<file path="config.mk">
export PLATFORM = sky130hd
export DESIGN_NAME = dma_word_arbiter
export DESIGN_NICKNAME = d
export VERILOG_FILES = /design/src/rtl/dma_arb_pkg.sv /design/src/rtl/dma_arb_rr_pick.sv /design/src/rtl/dma_arb_hold.sv /design/src/rtl/dma_word_arbiter.sv
export SDC_FILE = /design/constraint.sdc
export NUM_CORES = 1
export LEC_CHECK = 0
export BUFFER_PORTS_ARGS = -buffer_cell sky130_fd_sc_hd__buf_2
export CAP_MARGIN = 0
export CORE_UTILIZATION = 35
export CTS_CLUSTER_DIAMETER = 30
export DETAILED_ROUTE_END_ITERATION = 12
export GPL_ROUTABILITY_DRIVEN = 0
export PLACE_DENSITY = 0.51
export SETUP_SLACK_MARGIN = 0.15
export SLEW_MARGIN = 10
export SYNTH_ARGS = -nofsm -noshare
export SYNTH_HDL_FRONTEND = slang
export SYNTH_SLANG_ARGS = --single-unit
</file>
<file path="constraint.sdc">
create_clock -name clk -period 3.1 [get_ports clk]
set_input_delay 0.31 -clock clk [delete_from_list [all_inputs] [get_ports clk]]
set_output_delay 0.31 -clock clk [all_outputs]
set_load 0.05 [all_outputs]
</file>
<file path="src/rtl/dma_arb_pkg.sv">
package dma_arb_pkg;
  typedef enum logic {
    ARB_ROUND_ROBIN = 1'b0,
    ARB_CH1_HIGH    = 1'b1
  } arb_mode_e;
endpackage

</file>
<file path="src/rtl/dma_arb_rr_pick.sv">
// Rotating first-set finder: searches from the entry after last_idx.
module dma_arb_rr_pick #(
  parameter int N  = 6,
  parameter int IW = $clog2(N)
) (
  input  logic [N-1:0]  req,
  input  logic [IW-1:0] last_idx,
  output logic          found,
  output logic [IW-1:0] idx
);
  logic [IW:0] cand;

  always_comb begin
    found = 1'b0;
    idx   = '0;
    cand  = '0;
    for (int k = 1; k <= N; k++) begin
      cand = {1'b0, last_idx} + (IW+1)'(k);
      if (cand >= (IW+1)'(N)) cand = cand - (IW+1)'(N);
      if (!found && req[cand[IW-1:0]]) begin
        found = 1'b1;
        idx   = cand[IW-1:0];
      end
    end
  end
endmodule

</file>
<file path="src/rtl/dma_arb_hold.sv">
// Tracks which pool channel owns an unfinished burst.
module dma_arb_hold #(
  parameter int IW = 3
) (
  input  logic          clk,
  input  logic          rst,
  input  logic          start_i,
  input  logic [IW-1:0] start_idx_i,
  input  logic          end_i,
  output logic          held_v_o,
  output logic [IW-1:0] held_idx_o
);
  always_ff @(posedge clk) begin
    if (rst) begin
      held_v_o   <= 1'b0;
      held_idx_o <= '0;
    end else if (start_i) begin
      held_v_o   <= 1'b1;
      held_idx_o <= start_idx_i;
    end else if (end_i) begin
      held_v_o   <= 1'b0;
    end
  end


  hold_start_chk: assert property (@(posedge clk) disable iff (rst)
    start_i |-> (!held_v_o || end_i));
endmodule

</file>
<file path="src/rtl/dma_word_arbiter.sv">
module dma_word_arbiter
  import dma_arb_pkg::*;
#(
  parameter int NCH = 6
) (
  input  logic           clk,
  input  logic           rst,
  input  logic           ch1_high_i,
  input  logic           free_run_i,
  input  logic           suspend_i,
  input  logic [NCH-1:0] req_i,
  input  logic [NCH-1:0] last_i,
  output logic [NCH-1:0] gnt_o
);
  localparam int IW = $clog2(NCH);
  localparam logic [IW-1:0] LAST_CH = IW'(NCH - 1);

  arb_mode_e      mode_q;
  logic           c1_busy_q;
  logic [IW-1:0]  ptr_q;
  logic           held_v;
  logic [IW-1:0]  held_idx;

  logic           halt;
  logic           held_end, held_live;
  logic           c1_end, c1_live, c1_path, c1_start;
  logic [NCH-1:0] pool_mask;
  logic           pick_found;
  logic [IW-1:0]  pick_idx;
  logic           pool_start;
  logic [NCH-1:0] gnt_nxt;
  logic           all_idle;

  assign halt      = suspend_i & ~free_run_i;
  assign held_end  = held_v & gnt_o[held_idx] & last_i[held_idx];
  assign held_live = held_v & ~held_end;
  assign c1_end    = c1_busy_q & gnt_o[0] & last_i[0];
  assign c1_live   = c1_busy_q & ~c1_end;
  assign c1_path   = (mode_q == ARB_CH1_HIGH) & (req_i[0] | c1_live);
  assign all_idle  = ~held_live & ~c1_live;

  generate
    for (genvar g = 0; g < NCH; g++) begin : g_mask
      if (g == 0) begin : g_c1
        assign pool_mask[g] = (mode_q == ARB_ROUND_ROBIN);
      end else begin : g_other
        assign pool_mask[g] = 1'b1;
      end
    end
  endgenerate

  dma_arb_rr_pick #(.N(NCH), .IW(IW)) u_pick (
    .req      (req_i & pool_mask),
    .last_idx (ptr_q),
    .found    (pick_found),
    .idx      (pick_idx)
  );

  always_comb begin
    gnt_nxt    = '0;
    pool_start = 1'b0;
    c1_start   = 1'b0;
    if (!halt) begin
      if (c1_path) begin
        gnt_nxt[0] = req_i[0];
        c1_start   = req_i[0] & ~c1_live;
      end else if (held_live) begin
        gnt_nxt[held_idx] = req_i[held_idx];
      end else if (pick_found) begin
        gnt_nxt[pick_idx] = 1'b1;
        pool_start        = 1'b1;
      end
    end
  end

  dma_arb_hold #(.IW(IW)) u_hold (
    .clk         (clk),
    .rst         (rst),
    .start_i     (pool_start),
    .start_idx_i (pick_idx),
    .end_i       (held_end),
    .held_v_o    (held_v),
    .held_idx_o  (held_idx)
  );

  always_ff @(posedge clk) begin
    if (rst) begin
      gnt_o     <= '0;
      mode_q    <= ARB_ROUND_ROBIN;
      c1_busy_q <= 1'b0;
      ptr_q     <= LAST_CH;
    end else begin
      gnt_o <= gnt_nxt;
      if (all_idle) mode_q <= arb_mode_e'(ch1_high_i);
      if (c1_start)    c1_busy_q <= 1'b1;
      else if (c1_end) c1_busy_q <= 1'b0;
      if (pool_start) ptr_q <= pick_idx;
    end
  end


  gnt_onehot_chk: assert property (@(posedge clk) disable iff (rst)
    $onehot0(gnt_o));

  generate
    for (genvar g = 0; g < NCH; g++) begin : g_reqchk

      gnt_needs_req_chk: assert property (@(posedge clk) disable iff (rst)
        gnt_o[g] |-> $past(req_i[g]));
    end
  endgenerate


  suspend_quiet_chk: assert property (@(posedge clk) disable iff (rst)
    halt |=> (gnt_o == '0));


  ch1_preempt_chk: assert property (@(posedge clk) disable iff (rst)
    ((mode_q == ARB_CH1_HIGH) && req_i[0] && !halt) |=> gnt_o[0]);


  ch1_exclusive_chk: assert property (@(posedge clk) disable iff (rst)
    (c1_live && !halt) |=> ((gnt_o & ~NCH'(1)) == '0));
endmodule

</file>
[Word-level counts from Yosys, hierarchy flattened]
Cells that the tools add are included.
W data, S select, Z words.
Storage, ports and cells
  register bits after elaboration: 15
  input port bits: 17
  output and inout bits: 6
Cells by class
  add/sub/neg operators: 12
  $lt $le $gt $ge: 16
  muxes and demuxes: 53
  bitwise operators: 19
  reductions and logical operators: 16
Operators by type and width (number)
  $mux W3: 12
  $lt A3 B4 Y1 const B: 8
  $mux W1: 28
  $bmux W1 S3: 9
  $ge A4 B3 Y1 const B: 6
  $sub A3 B3 Y3 const B: 6
  $add A3 B3 Y4 const B: 3
  $and A6 B6 Y6: 2
  $mux W6: 2
  $and A1 B1 Y1: 10
  $add A3 B2 Y4 const B: 2
  $logic_and A1 B1 Y1: 7
  $demux W1 S3: 2
  $ge A3 B1 Y1 const B: 2
  $not A1 Y1: 6
  $logic_not A1 Y1: 5
  $add A3 B1 Y4 const B: 1
  $reduce_bool A2 Y1: 2
  $reduce_or A3 Y1: 1
  $reduce_or A2 Y1: 1
  $or A1 B1 Y1: 1

[Longest topological paths before layout]
  depth in word-level cells: 28
  depth in mapped cells: 14
  gate-level depth less buffers: 10

[Modules after synthesis]
From an unflattened synthesis, not the netlist that was laid out.
Unflattened totals
  cell total of the unflattened synthesis: 226
  area, all modules: 1813.0 um2
By module, submodules not included
  dma_arb_rr_pick: instances 1, cells an instance 130, area an instance 950.9 um2, sequential area each 0.0 um2
  dma_word_arbiter: instances 1, cells an instance 83, area an instance 725.7 um2, sequential area each 220.2 um2
  dma_arb_hold: instances 1, cells an instance 13, area an instance 136.4 um2, sequential area each 80.1 um2

[Least setup slack after synthesis]
OpenSTA, ideal clock, no wires.
  kind: register to register
  start: register u_hold.held_idx_o[1]
  end: register u_hold.held_idx_o[0]
  library setup time: 131 ps
  arrival time: 3009 ps
  required time: 2969 ps
  slack: -40 ps
  cell stages (with the launch flop): 14
  buffers on the path: 3
  cells stage by stage: dfxtp_1 buf_2 inv_1 ha_1 buf_2 a211oi_2 xnor2_1 mux2i_1 nand3_1 or3_1 o2111ai_2 buf_4 nor2b_1 nor3_1
On the way
  longest elaborated chain between the ends: 9
Ends and longest elaborated chain
  start: declaration: RTL line dma_arb_hold.sv:11  | output logic [IW-1:0] held_idx_o
  start signal: assignment: RTL line dma_arb_hold.sv:19  | held_idx_o <= start_idx_i;
  $bmux W1 S3: RTL line dma_word_arbiter.sv:35  | assign held_end = held_v & gnt_o[held_idx] & last_i[held_idx];
  $mux W1 (implied by the code): RTL line dma_word_arbiter.sv:35
  $and A1 B1 Y1: RTL line dma_word_arbiter.sv:35
  $and A1 B1 Y1 *: RTL line dma_word_arbiter.sv:35
  $not A1 Y1 *: RTL line dma_word_arbiter.sv:36  | assign held_live = held_v & ~held_end;
  $and A1 B1 Y1 *: RTL line dma_word_arbiter.sv:36
  $mux W1 *: RTL line dma_word_arbiter.sv:67  | end else if (held_live) begin
  $mux W1 *: RTL line dma_word_arbiter.sv:64  | if (c1_path) begin
  $mux W1 *: RTL line dma_word_arbiter.sv:63  | if (!halt) begin
Every way passes the cells marked *; elsewhere a longest branch is shown, timed or not. The select of a mux whose other input is x is not followed.
A chain may end at the register's enable or synchronous reset.

[Worst setup path after layout]
  start: register u_hold.held_idx_o[1]
  end: register ptr_q[0]
On the way
  longest elaborated chain between the ends: 9
Ends and longest elaborated chain
  $bmux W1 S3: RTL line dma_word_arbiter.sv:35
  $mux W1 (implied by the code): RTL line dma_word_arbiter.sv:35
  $and A1 B1 Y1: RTL line dma_word_arbiter.sv:35
  $and A1 B1 Y1 *: RTL line dma_word_arbiter.sv:35
  $not A1 Y1 *: RTL line dma_word_arbiter.sv:36
  $and A1 B1 Y1 *: RTL line dma_word_arbiter.sv:36
  $mux W1 *: RTL line dma_word_arbiter.sv:67
  $mux W1 *: RTL line dma_word_arbiter.sv:64
  $mux W1 *: RTL line dma_word_arbiter.sv:63
  end signal: assignment: RTL line dma_word_arbiter.sv:97  | if (pool_start) ptr_q <= pick_idx;
  end: declaration: RTL line dma_word_arbiter.sv:20  | logic [IW-1:0] ptr_q;
Marked as above.

==> flow_results.org <==
** GRT
- Global routing used a little under a fifth of the available tracks across all layers.
- Entering global routing, the biggest net connects 19 pins.
- Vias in the first global route :: approximately 1600
- Global route overflow :: 0
- The first global-routing pass estimated 7.63 mm of wire.
- The number of antenna violations at the first check in global routing came to 0.

** Routing
- Dividing the detail-routed via count by the number of cells gives ~5.5.
- The first detailed-routing pass took 4 iterations.
- Post-Route WL :: 5.14 mm
- For this run, design rule violations remaining after detail routing come to 0.
- Count of vias placed by the detailed router :: between 1500 and 2000
- The first routing iteration left about 100 violations.
- In this run the remaining antenna-violating nets after routing total 0.
- Wire length per cell :: about 16 um

** Logic synthesis
- In the synthesized netlist the dominant register cell turns out to be sky130_fd_sc_hd__dfxtp_1.
- Sequential element share of the synthesized area :: around 16%
- YS warnings :: 0
- Register bit count reported by yosys :: 14
- Post-synthesis area per instance :: 8.45 um^2
- Synthesis produced a netlist whose cell count is about 200.
- In this run, synthesis inferred 0 flip-flops with an integrated enable.
- When the netlist entered floorplanning its net count stood at 233.
- After synthesis, the share of flip-flops with an asynchronous set or reset is 0%.
- Number of unique standard cell types used by synthesis :: 66
- Synthesized area :: between 1500 and 2000 um^2

** Worst setup path
- Standard cell with the maximum stage delay on the critical path :: sky130_fd_sc_hd__mux2i_2
- Endpoint kind of the worst setup timing path :: register
- Highest net fanout along the worst path :: 9
- Count of buffer and inverter cells on the critical path :: 3
- STA puts the critical path data required time at between 3000 and 4000 ps.
- For this run, the slowest stage of the critical path takes about 390 ps.
- Ordered list of cells on the worst path :: clkinvlp_4 -> buf_4 -> ha_4 -> a211oi_4 -> xnor2_2 -> mux2i_2 -> nand3_2 -> or3_4 -> o2111ai_4 -> buf_12 -> and2_1 -> o21bai_1
- Critical path arrival :: a little over 3000 ps
- Number of cells on the worst reg-to-reg path :: 12
- Critical Path Stages :: 12
- The critical path in this run is classified as reg2reg.
- In this design, the largest share of critical-path delay is due to simple AND/OR/NAND/NOR gates.
- The worst setup path is launched from a register.

** Floorplan
- Top Ports :: 23
- The floorplan step defined a core boundary enclosing 4750 um^2.
- Initial standard-cell utilization of the core :: around 36%
- Number of cell rows :: 25
- The floorplan step set the die width to between 70 and 80 um.
- Height of the chip :: approximately 72 um
- Area enclosed by the die boundary :: 5240 um^2

** Worst hold path
- The path class of the tightest hold or removal check is in2reg.
- The worst hold path was traced through 3 stages.

** Outcome
- The run finished with clean final reports.

** STA
- After layout, the worst setup slack is between 100 and 150 ps.
- Share of the clock period used by the worst path after layout :: between 90% and 100%
- Transition time at the pin with the least slew margin :: approximately 440 ps
- Between clock sinks in the finished design, the worst skew comes to ~1.6 ps.
- Worst-case headroom to the max-slew limit :: between 60 and 70%
- Unrepaired setup endpoints after global routing :: true
- F_max :: 337 MHz
- Total Negative Setup Slacks :: 0 ps
- The final-report hold violation count was 0.
- Min cycle time layout :: 2970 ps
- Setup violations remaining at the end of the flow were counted as 0.
- The final max-slew violation count is 0.

** Run
- Max-cap violations in this run came to 0.

** Clock tree
- Clock tree synthesis inserted a total of 3 buffers.
- The tree built by TritonCTS fans out to 14 sinks.
- TritonCTS built the clock tree.
- No sink is reached through more buffers than the 2 on the longest clock path.
- H-tree lvl count :: 1
- Clock root cell :: sky130_fd_sc_hd__clkbuf_8
- Clk_lat worst skew :: about 250 ps
- Clock-pin slew on the worst setup and hold paths :: around 60 ps

** Power
- PD cells :: 1340 nW/um^2
- Summed over all cells, the static leakage comes to around 1.0 nW.
- The worst-case IR drop observed on VDD is around 0.00045 V.

** Layout
- For this run, the number of standard cells in the final layout without fillers is 325.
- Compared with the post-synthesis result, the final layout area differs by 42.5%.
- The sequential cells in the finished layout cover a total of 288 um^2.
- 0 antenna diodes ended up in the layout.
- Multi-input logic area :: around 1600 um^2
- Most common cell after layout, fill and taps aside :: sky130_fd_sc_hd__buf_4
- Most used cells in the layout excluding fill and tap cells :: 35 x sky130_fd_sc_hd__buf_4, 22 x sky130_fd_sc_hd__buf_2
- At the end of the flow the core is filled with cells to between 50% and 60%.
- # fillers :: 445
- Cells with a size suffix above 1 make up between 40 and 50% of the layout.
- Layout net count :: 287

** Placement
- Once placement completed, the tool counted placed cells totaling about 300.
- The HPWL after detailed placement is 3.67 mm.
- Number of I/O port buffers :: 22
- At the placement stage, the worst setup path has a slack of 74.1 ps.
-- worst reg2reg max path, delay by kind of cell (launching register included) --
| family | cells | cell delay [ps] |
|---|---|---|
| simple gates | 3 | 640 |
| compound gates | 3 | 570 |
| buf+inv | 3 | 490 |
| mux | 1 | 390 |
| flops | 1 | 360 |
| fa+ha+maj | 1 | 250 |
| xor+xnor | 1 | 160 |
-- final timing paths --
kind	slack, ps	endpoint	start
worst min register to register	520	mode_q	mode_q
worst min-delay path	310	mode_q	ch1_high_i
worst max-delay path	130	ptr_q[0]	u_hold.held_idx_o[1]
worst max register to register	130	ptr_q[0]	u_hold.held_idx_o[1]
-- metal layers --
| metal | up-vias | GRT usage (%) | wire length, um |
|---|---|---|---|
| met4 | 0 | 4.14 | 95 |
| met1 | 848 | 25.8 | 2440 |
| met2 | 35 | 30.6 | 2440 |
| met3 | 11 | 3.06 | 160 |
| met5 | - | 0 | 0 |
| li1 | 879 | - | - |
-- sequential cells by signal, summed over array words and instances, names as in the netlist --
register	flops
c1_busy_q	1
gnt_o	6
mode_q	1
ptr_q	2
u_hold.held_idx_o	3
u_hold.held_v_o	1
-- layout make-up --
| type | count | area share, % |
|---|---|---|
| tap | 67 | 3.39 |
| sequential | 14 | 11.7 |
| clock buffer | 4 | 2.23 |
| inverter | 7 | 1.32 |
| timing repair buffer | 62 | 17.7 |
| multi-input combinational | 171 | 63.7 |
-- synth_stat cells, types with 5 or more instances --
| library cell | instances | share of area (%) |
|---|---|---|
| sky130_fd_sc_hd__nand4_1 | 5 | 1.8 |
| sky130_fd_sc_hd__o21ai_0 | 6 | 1.7 |
| sky130_fd_sc_hd__nand2_1 | 14 | 3.0 |
| sky130_fd_sc_hd__nor2b_1 | 5 | 1.8 |
| sky130_fd_sc_hd__inv_1 | 6 | 1.3 |
| sky130_fd_sc_hd__a21oi_1 | 11 | 3.2 |
| sky130_fd_sc_hd__nand2b_1 | 5 | 1.8 |
| sky130_fd_sc_hd__dfxtp_1 | 14 | 16 |
| sky130_fd_sc_hd__nor3_1 | 5 | 1.4 |
| sky130_fd_sc_hd__mux2i_1 | 13 | 7.5 |
| sky130_fd_sc_hd__nand3_1 | 6 | 1.7 |
| sky130_fd_sc_hd__nor2_1 | 12 | 2.6 |
| sky130_fd_sc_hd__ha_1 | 11 | 7.9 |
-- repair_timing --
item,CTS,global route
buffers inserted,7,17
endpoints found under the setup margin,5,12
pin swaps,5,14
hold buffers,0,0
resized for setup,9,37
-- logic make-up after synthesis --
family	count (synthesis)	share of synthesized area [%]
AO/OA/AOI/OAI	66	31.9
XOR/XNOR	5	2.96
adder cells (fa/ha/maj)	11	7.94
buffers and inverters	20	6.79
flip-flops	14	16.2
multiplexers	17	11.1
AND/OR/NAND/NOR	72	23.1
-- report_power, final --
part	internal (mW)	switching (mW)	total, mW	leakage (nW)
clock network	0.113	0.0681	0.181	0.0288
registers	0.246	0.0632	0.309	0.116
logic	1.38	1.45	2.83	0.895
total	1.74	1.58	3.32	1.04
-- metrics by stage --
stage	power [mW]	hold slack, ps	cell area [um^2]
floorplan	1.97	457	1810
global placement	2.44	506	2030
CTS	2.73	315	2180
global route	3.52	331	2470
detailed placement	2.41	517	2030
finish	3.32	311	2470
Note: power is estimated with default switching activity, not from simulation.
